===== src/rtl/rxq_pkg.sv =====
`timescale 1ns/1ps
package rxq_pkg;

    // control byte bit positions
    localparam int CTL_EN_BIT   = 0;
    localparam int CTL_CLR_BIT  = 1;
    localparam int CTL_TRIG_LSB = 6;

    // status byte bit positions
    localparam int ST_READY = 0;
    localparam int ST_OVR   = 1;
    localparam int ST_PAR   = 2;
    localparam int ST_FRM   = 3;
    localparam int ST_BRK   = 4;
    localparam int ST_ERRQ  = 7;

    typedef enum logic [1:0] {
        TRIG_ONE     = 2'b00,
        TRIG_QUARTER = 2'b01,
        TRIG_HALF    = 2'b10,
        TRIG_HIGH    = 2'b11
    } rxq_trig_e;

    typedef struct packed {
        logic       brk;
        logic       frm;
        logic       par;
        logic [7:0] ch;
    } rxq_entry_t;

    typedef struct packed {
        logic      en;
        rxq_trig_e trig;
    } rxq_cfg_t;

    function automatic logic entry_has_err(rxq_entry_t e);
        return e.brk | e.frm | e.par;
    endfunction

    // threshold scales with depth: 1, depth/4, depth/2, depth-2
    function automatic int unsigned trig_level(logic en, rxq_trig_e sel, int unsigned depth);
        if (!en) return 1;
        case (sel)
            TRIG_ONE:     return 1;
            TRIG_QUARTER: return depth / 4;
            TRIG_HALF:    return depth / 2;
            default:      return depth - 2;
        endcase
    endfunction

endpackage


===== src/rtl/rxq_ctrl.sv =====
`timescale 1ns/1ps
module rxq_ctrl
    import rxq_pkg::*;
(
    input  logic       clk,
    input  logic       rst,
    input  logic       cfg_we,
    input  logic [7:0] cfg_byte,
    output rxq_cfg_t   cfg_q,
    output logic       flush
);
    logic mode_change;

    always_comb begin
        mode_change = cfg_byte[CTL_EN_BIT] != cfg_q.en;
        flush       = cfg_we && (cfg_byte[CTL_CLR_BIT] || mode_change);
    end

    always_ff @(posedge clk) begin
        if (rst) begin
            cfg_q <= '{en: 1'b0, trig: TRIG_ONE};
        end else if (cfg_we) begin
            cfg_q.en   <= cfg_byte[CTL_EN_BIT];
            cfg_q.trig <= rxq_trig_e'(cfg_byte[CTL_TRIG_LSB +: 2]);
        end
    end


    cfg_hold_chk: assert property (@(posedge clk) disable iff (rst)
        !cfg_we |=> $stable(cfg_q));

endmodule


===== src/rtl/rxq_store.sv =====
`timescale 1ns/1ps
module rxq_store
    import rxq_pkg::*;
#(
    parameter int DEPTH = 16
) (
    input  logic              clk,
    input  logic              rst,
    input  logic              en,
    input  logic              flush,
    input  logic              push_req,
    input  rxq_entry_t        wr_entry,
    input  logic              pop_req,
    output rxq_entry_t        head,
    output logic [$clog2(DEPTH+1)-1:0] count_q,
    output logic              push_ok,
    output logic              pop_ok,
    output logic              dropped
);
    localparam int AW = $clog2(DEPTH);
    localparam int CW = $clog2(DEPTH + 1);
    localparam logic [CW-1:0] CAP_ON  = CW'(DEPTH);
    localparam logic [CW-1:0] CAP_OFF = CW'(1);
    localparam logic [AW-1:0] LAST    = AW'(DEPTH - 1);

    rxq_entry_t      mem [DEPTH];
    logic [AW-1:0]   wr_ptr, rd_ptr;
    logic [CW-1:0]   cap;
    logic            room;

    always_comb begin
        cap     = en ? CAP_ON : CAP_OFF;
        room    = count_q < cap;
        pop_ok  = pop_req && (count_q != '0) && !flush;
        push_ok = push_req && !flush && (room || pop_ok);
        dropped = push_req && !flush && !room && !pop_ok;
        head    = (count_q != '0) ? mem[rd_ptr] : '0;
    end

    always_ff @(posedge clk) begin
        if (push_ok) mem[wr_ptr] <= wr_entry;
    end

    always_ff @(posedge clk) begin
        if (rst || flush) begin
            wr_ptr  <= '0;
            rd_ptr  <= '0;
            count_q <= '0;
        end else begin
            if (push_ok) wr_ptr <= (wr_ptr == LAST) ? '0 : wr_ptr + AW'(1);
            if (pop_ok)  rd_ptr <= (rd_ptr == LAST) ? '0 : rd_ptr + AW'(1);
            count_q <= count_q + CW'(push_ok) - CW'(pop_ok);
        end
    end


    count_cap_chk: assert property (@(posedge clk) disable iff (rst)
        count_q <= cap);


    flush_empty_chk: assert property (@(posedge clk) disable iff (rst)
        flush |=> count_q == '0);


    push_pop_hold_chk: assert property (@(posedge clk) disable iff (rst)
        (push_ok && pop_ok) |=> $stable(count_q));

endmodule


===== src/rtl/rxq_errtrack.sv =====
`timescale 1ns/1ps
module rxq_errtrack #(
    parameter int DEPTH = 16
) (
    input  logic clk,
    input  logic rst,
    input  logic flush,
    input  logic push_ok,
    input  logic push_err,
    input  logic pop_ok,
    input  logic pop_err,
    output logic err_any
);
    localparam int CW = $clog2(DEPTH + 1);

    logic [CW-1:0] err_cnt;
    logic          inc, dec;

    always_comb begin
        inc     = push_ok && push_err;
        dec     = pop_ok && pop_err;
        err_any = err_cnt != '0;
    end

    always_ff @(posedge clk) begin
        if (rst || flush) err_cnt <= '0;
        else              err_cnt <= err_cnt + CW'(inc) - CW'(dec);
    end


    err_underflow_chk: assert property (@(posedge clk) disable iff (rst)
        dec |-> err_cnt != '0);

endmodule


===== src/rtl/rxq_status.sv =====
`timescale 1ns/1ps
module rxq_status
    import rxq_pkg::*;
#(
    parameter int DEPTH = 16
) (
    input  logic       clk,
    input  logic       rst,
    input  rxq_cfg_t   cfg,
    input  logic [$clog2(DEPTH+1)-1:0] count,
    input  rxq_entry_t head,
    input  logic       dropped,
    input  logic       stat_rd,
    input  logic       err_any,
    output logic [7:0] status,
    output logic       data_ready,
    output logic       at_trigger,
    output logic       overrun
);
    int unsigned level;

    always_ff @(posedge clk) begin
        if (rst)          overrun <= 1'b0;
        else if (dropped) overrun <= 1'b1;
        else if (stat_rd) overrun <= 1'b0;
    end

    always_comb begin
        level      = trig_level(cfg.en, cfg.trig, DEPTH);
        data_ready = count != '0;
        at_trigger = 32'(count) >= level;
        status           = '0;
        status[ST_READY] = data_ready;
        status[ST_OVR]   = overrun;
        status[ST_PAR]   = head.par;
        status[ST_FRM]   = head.frm;
        status[ST_BRK]   = head.brk;
        status[ST_ERRQ]  = err_any;
    end


    ovr_set_chk: assert property (@(posedge clk) disable iff (rst)
        dropped |=> overrun);


    ovr_hold_chk: assert property (@(posedge clk) disable iff (rst)
        (overrun && !stat_rd) |=> overrun);

endmodule


===== src/rtl/rx_char_fifo.sv =====
`timescale 1ns/1ps
module rx_char_fifo
    import rxq_pkg::*;
#(
    parameter int DEPTH = 16
) (
    input  logic       clk,
    input  logic       rst,
    input  logic       cfg_we,
    input  logic [7:0] cfg_byte,
    input  logic       rx_valid,
    input  logic [7:0] rx_char,
    input  logic       rx_par_err,
    input  logic       rx_frm_err,
    input  logic       rx_brk,
    input  logic       data_pop,
    input  logic       stat_rd,
    output logic [7:0] head_char,
    output logic [7:0] status,
    output logic       data_ready,
    output logic       at_trigger,
    output logic       overrun,
    output logic       err_in_fifo
);
    localparam int CW = $clog2(DEPTH + 1);

    rxq_cfg_t   cfg_q;
    logic       flush;
    rxq_entry_t wr_entry, head;
    logic [CW-1:0] count;
    logic       push_ok, pop_ok, dropped;

    always_comb begin
        wr_entry = '{brk: rx_brk, frm: rx_frm_err, par: rx_par_err, ch: rx_char};
        head_char = head.ch;
    end

    rxq_ctrl u_ctrl (
        .clk      (clk),
        .rst      (rst),
        .cfg_we   (cfg_we),
        .cfg_byte (cfg_byte),
        .cfg_q    (cfg_q),
        .flush    (flush)
    );

    rxq_store #(.DEPTH(DEPTH)) u_store (
        .clk      (clk),
        .rst      (rst),
        .en       (cfg_q.en),
        .flush    (flush),
        .push_req (rx_valid),
        .wr_entry (wr_entry),
        .pop_req  (data_pop),
        .head     (head),
        .count_q  (count),
        .push_ok  (push_ok),
        .pop_ok   (pop_ok),
        .dropped  (dropped)
    );

    rxq_errtrack #(.DEPTH(DEPTH)) u_err (
        .clk      (clk),
        .rst      (rst),
        .flush    (flush),
        .push_ok  (push_ok),
        .push_err (entry_has_err(wr_entry)),
        .pop_ok   (pop_ok),
        .pop_err  (entry_has_err(head)),
        .err_any  (err_in_fifo)
    );

    rxq_status #(.DEPTH(DEPTH)) u_stat (
        .clk        (clk),
        .rst        (rst),
        .cfg        (cfg_q),
        .count      (count),
        .head       (head),
        .dropped    (dropped),
        .stat_rd    (stat_rd),
        .err_any    (err_in_fifo),
        .status     (status),
        .data_ready (data_ready),
        .at_trigger (at_trigger),
        .overrun    (overrun)
    );


    err_implies_data_chk: assert property (@(posedge clk) disable iff (rst)
        err_in_fifo |-> data_ready);

endmodule


===== config.mk =====
export PLATFORM = sky130hd
export DESIGN_NAME = rx_char_fifo
export DESIGN_NICKNAME = d
export VERILOG_FILES = /design/src/rtl/rxq_pkg.sv /design/src/rtl/rxq_ctrl.sv /design/src/rtl/rxq_store.sv /design/src/rtl/rxq_errtrack.sv /design/src/rtl/rxq_status.sv /design/src/rtl/rx_char_fifo.sv
export SDC_FILE = /design/constraint.sdc
export NUM_CORES = 1
export LEC_CHECK = 0
export CAP_MARGIN = 20
export CORE_ASPECT_RATIO = 0.5
export CORE_MARGIN = 2
export CORE_UTILIZATION = 50
export CTS_CLUSTER_DIAMETER = 60
export DETAILED_ROUTE_END_ITERATION = 8
export GPL_TIMING_DRIVEN = 1
export PLACE_DENSITY = 0.72
export SYNTH_ARGS = -nofsm -noshare
export SYNTH_HDL_FRONTEND = slang
export SYNTH_HIERARCHICAL = 1
export SYNTH_SLANG_ARGS = --single-unit

===== constraint.sdc =====
create_clock -name clk -period 3.4 [get_ports clk]
set_input_delay 0.68 -clock clk [delete_from_list [all_inputs] [get_ports clk]]
set_output_delay 0.68 -clock clk [all_outputs]
set_load 0.005 [all_outputs]

==> results of run 1 <==
==> worst min-delay path by stage <==
stage	to	cells past startpoint
floorplan	register	2
global placement	u_stat/overrun	2
detailed placement	u_stat/overrun	2
CTS	register	2
global route	register	2
finish	register	2
==> synth_stat cells (all sizes together) (2+ instances only) <==
| cell | number | area share |
|---|---|---|
| a21oi | 24 | 0.014 |
| a22oi | 9 | 0.0080 |
| a31o | 2 | 0.0021 |
| a31oi | 3 | 0.0022 |
| and2 | 19 | 0.014 |
| buf | 17 | 0.013 |
| clkbuf | 12 | 0.0053 |
| dfxtp | 26 | 0.061 |
| edfxtp | 176 | 0.62 |
| fa | 2 | 0.0047 |
| ha | 24 | 0.035 |
| inv | 19 | 0.0084 |
| mux2 | 21 | 0.028 |
| mux2i | 8 | 0.0095 |
| mux4 | 34 | 0.090 |
| nand2 | 17 | 0.0075 |
| nand2b | 3 | 0.0022 |
| nand3 | 3 | 0.0018 |
| nor2 | 27 | 0.012 |
| nor3 | 3 | 0.0018 |
| nor3b | 6 | 0.0059 |
| nor4 | 2 | 0.0015 |
| o21ai | 17 | 0.010 |
| o22ai | 10 | 0.0074 |
| o31ai | 2 | 0.0024 |
| or2 | 3 | 0.0022 |
| or3 | 6 | 0.0044 |
| or4b | 2 | 0.0024 |
| xnor2 | 2 | 0.0021 |
| xor2 | 4 | 0.0041 |
==> final cells by class <==
cell class,instances,area share
Multi-Input combinational cell,265,0.250
Timing Repair Buffer,101,0.0988
Sequential cell,202,0.562
Inverter,19,0.00689
Clock inverter,11,0.00858
Clock buffer,22,0.0470
Tap cell,227,0.0274
==> sequential cells by signal, indices dropped and copies added (netlist names), named ones only <==
name	flops
u_store/wr_ptr	4
u_stat/overrun	1
u_err/err_cnt	5
u_store/count_q	5
u_store/mem	176
u_ctrl/cfg_q	3
u_store/rd_ptr	4
==> through the flow <==
| step | cells | area, um2 | util | power (mW) | setup slack (ns) |
|---|---|---|---|---|---|
| 2_1_floorplan | 515 | 8480 | - | 3.93 | 0.0683 |
| 4_1_cts | 843 | 10200 | 0.619 | 6.74 | 0.00613 |
| 3_3_place_gp | 810 | 9580 | 0.582 | 4.68 | -0.0542 |
| 5_1_grt | 847 | 10400 | 0.629 | 7.10 | -0.0216 |
| 3_5_place_dp | 810 | 9580 | 0.582 | 4.72 | -0.0979 |
| 6_report | 847 | 10400 | 0.629 | 6.77 | 0.0810 |
==> logic make-up (layout without fill, tap and decap cells) <==
logic type | after synthesis | after routing | share of synthesized area
other | 1 | 2 | 0.000443
and+or+nand+nor | 95 | 95 | 0.0613
buffers and inverters | 48 | 153 | 0.0269
xor gates and xnor gates | 6 | 6 | 0.00620
AOI/OAI and AO/OA | 73 | 73 | 0.0518
muxes | 63 | 63 | 0.128
adders and majority gates | 26 | 26 | 0.0402
DFF | 202 | 202 | 0.685
==> worst max-delay path, delay by kind of cell, from the launching register on <==
kind,cells,cell delay [ns]
AND/OR/NAND/NOR,5,1.21
buffers and inverters,2,0.10
AO/OA/AOI/OAI,4,0.50
multiplexers,1,0.12
flip-flops,1,0.32
adder cells (fa/ha/maj),4,0.94
==> layer usage <==
layer  vias up  share of wire  wire length (um)  track usage
met3        23          0.079              1340       0.0430
met2       167           0.48              8140        0.317
met5         -              0                 0            0
met1      2348           0.42              7130        0.261
met4         0          0.017               286       0.0545
li1       2181              -                 -            -
==> power groups by stage <==
stage	registers, mW	clock network [mW]	logic (mW)
final	2.87	1.98	1.91
after global routing	2.88	2.12	2.09
after CTS	2.87	2.03	1.85
after detailed placement	2.92	0	1.80
after global placement	2.91	0	1.76
after floorplan	2.91	0	1.02
==> timing repair <==
action / 4_1_cts / 5_1_grt
pin swaps: 0 / 8
gates resized for setup: 9 / 29
buffers inserted: 0 / 3
setup endpoints to repair: 8 / 11
hold buffers: 0 / 0
cloned: 0 / 1
hold endpoints to repair: 0 / 0
==> run metrics, run 1 <==
die width 188 um; Pwr Density 653 nW/um2; vias in the first global route 4696; H-tree lvl count 1; DR WL/cell 20.0 um; multi-input combinational cell area 2590 um2; Setup-failing EPs final 0; fraction of registers with async set/reset 0; critical path's slowest cell or4b_4; commonest cells after routing, fill and taps aside edfxtp_1 (176), buf_4 (50), clkdlybuf4s50_1 (38); Total Neg Setup Slack 0 ns; peak supply drop 0.408 mV; initial antenna violation count 0; number of flops mapped to enable cells by yosys 176; Sequential cell area around 5800 um2; clk_lat worst skew 0.49 ns; Final Hold Violating Endpoints 0; Total GRT Usage 0.192; crit path from u_store/count_q[3]; leakage about 3.5 nW; post-synthesis area per instance 16.5 um2; CTS Buf Count 19; Synth-to-Final Area Change 22.2%; crit-path cells inv_2 > ha_4 > or4b_4 > nand2_4 > nor2_1 > a22oi_1 > o21ai_1 > or3_4 > and2_4 > ha_4 > inv_2 > ha_4 > fa_2 > a21oi_2 > o21bai_1 > mux2i_1; clock sink total just over 200; Slew HR 0.636; root buffer cell clkbuf_16; RePlAce Congestion 0.785; Reg clk slew, reported paths 0.07 ns; achievable frequency 301 MHz; synth unique cells 47; Synth Flop Type edfxtp_1; worst reg2reg setup slack roughly 0.08 ns; CTS max path bufs 3; Clk pwr share 0.293; Hold WS 0.521 ns; grt ovf 0; Switching Share 0.265; Worst EP required 3.77 ns; mapped cell area 8470 um2; worst min path class register to register; I/O Pins 45; R2R Path Start u_store/count_q[3]; hold_sp u_store/rd_ptr[3]; Reg power frac 0.424; crit start category register; crit-path max cell delay around 0.48 ns; WL final approximately 17000 um; first-pass GRT wire length 25900 um; Final period util 0.976; kind of end point of the critical path register; R2R depth 16; Internal Power 4.97 mW; most common cell after layout, fill and taps aside edfxtp_1; Post-DRT Antenna Nets 0; NetSw 1.79 mW; Core ar. 16500 um2; number of fill cells 1142; antenna fix cells 0; standard-cell row count 33; final net count 659; TritonCTS clock tree built; # Max-Cap Violations 0; most frequent CP cell ha_4; Comb pwr share 0.283; sequential fraction of the synthesis area 0.685; post-layout minimum cycle time 3.32 ns; status finished clean; DR pass1 iterations 5; number of synthesized register bits 202; initial core utilization 0.514; post-DP HPWL 11500 um; DR iter-0 viols between 400 and 500; CP Class register to register; layout cells sized above 1 0.297; Critical Path Sink u_err/err_cnt[4]; vias per cell 5.57; Final Max Slew Viols 0; via count 4719; drt drc 0; Post-Syn Instances roughly 510; worst-margin pin slew roughly 0.54 ns; I/O Buffers 38; CP max FO 4; die span in y approximately 96 um; critical path arrival 3.69 ns; die area 18100 um2; number of warnings issued by yosys 6; reg2reg end u_err/err_cnt[4]; largest net degree at the start of global routing 26; Layout Skew 0.0136 ns
Note: power is estimated with default switching activity, not from simulation.
==> inputs of run 2 (changes only) <==
--- a/config.mk
+++ b/config.mk
@@ -13,6 +13,7 @@
 export DETAILED_ROUTE_END_ITERATION = 8
 export GPL_TIMING_DRIVEN = 1
 export PLACE_DENSITY = 0.72
+export SLEW_MARGIN = 20
 export SYNTH_ARGS = -nofsm -noshare
 export SYNTH_HDL_FRONTEND = slang
 export SYNTH_HIERARCHICAL = 1
==> results of run 2 <==
Final layout, timing and power as in run 1 (identical DEF).
==> inputs of run 3 (changes only) <==
--- a/config.mk
+++ b/config.mk
@@ -18,3 +18,4 @@
 export SYNTH_HDL_FRONTEND = slang
 export SYNTH_HIERARCHICAL = 1
 export SYNTH_SLANG_ARGS = --single-unit
+export TNS_END_PERCENT = 100
==> results of run 3 <==
Final layout, timing and power as in run 1 (identical DEF).
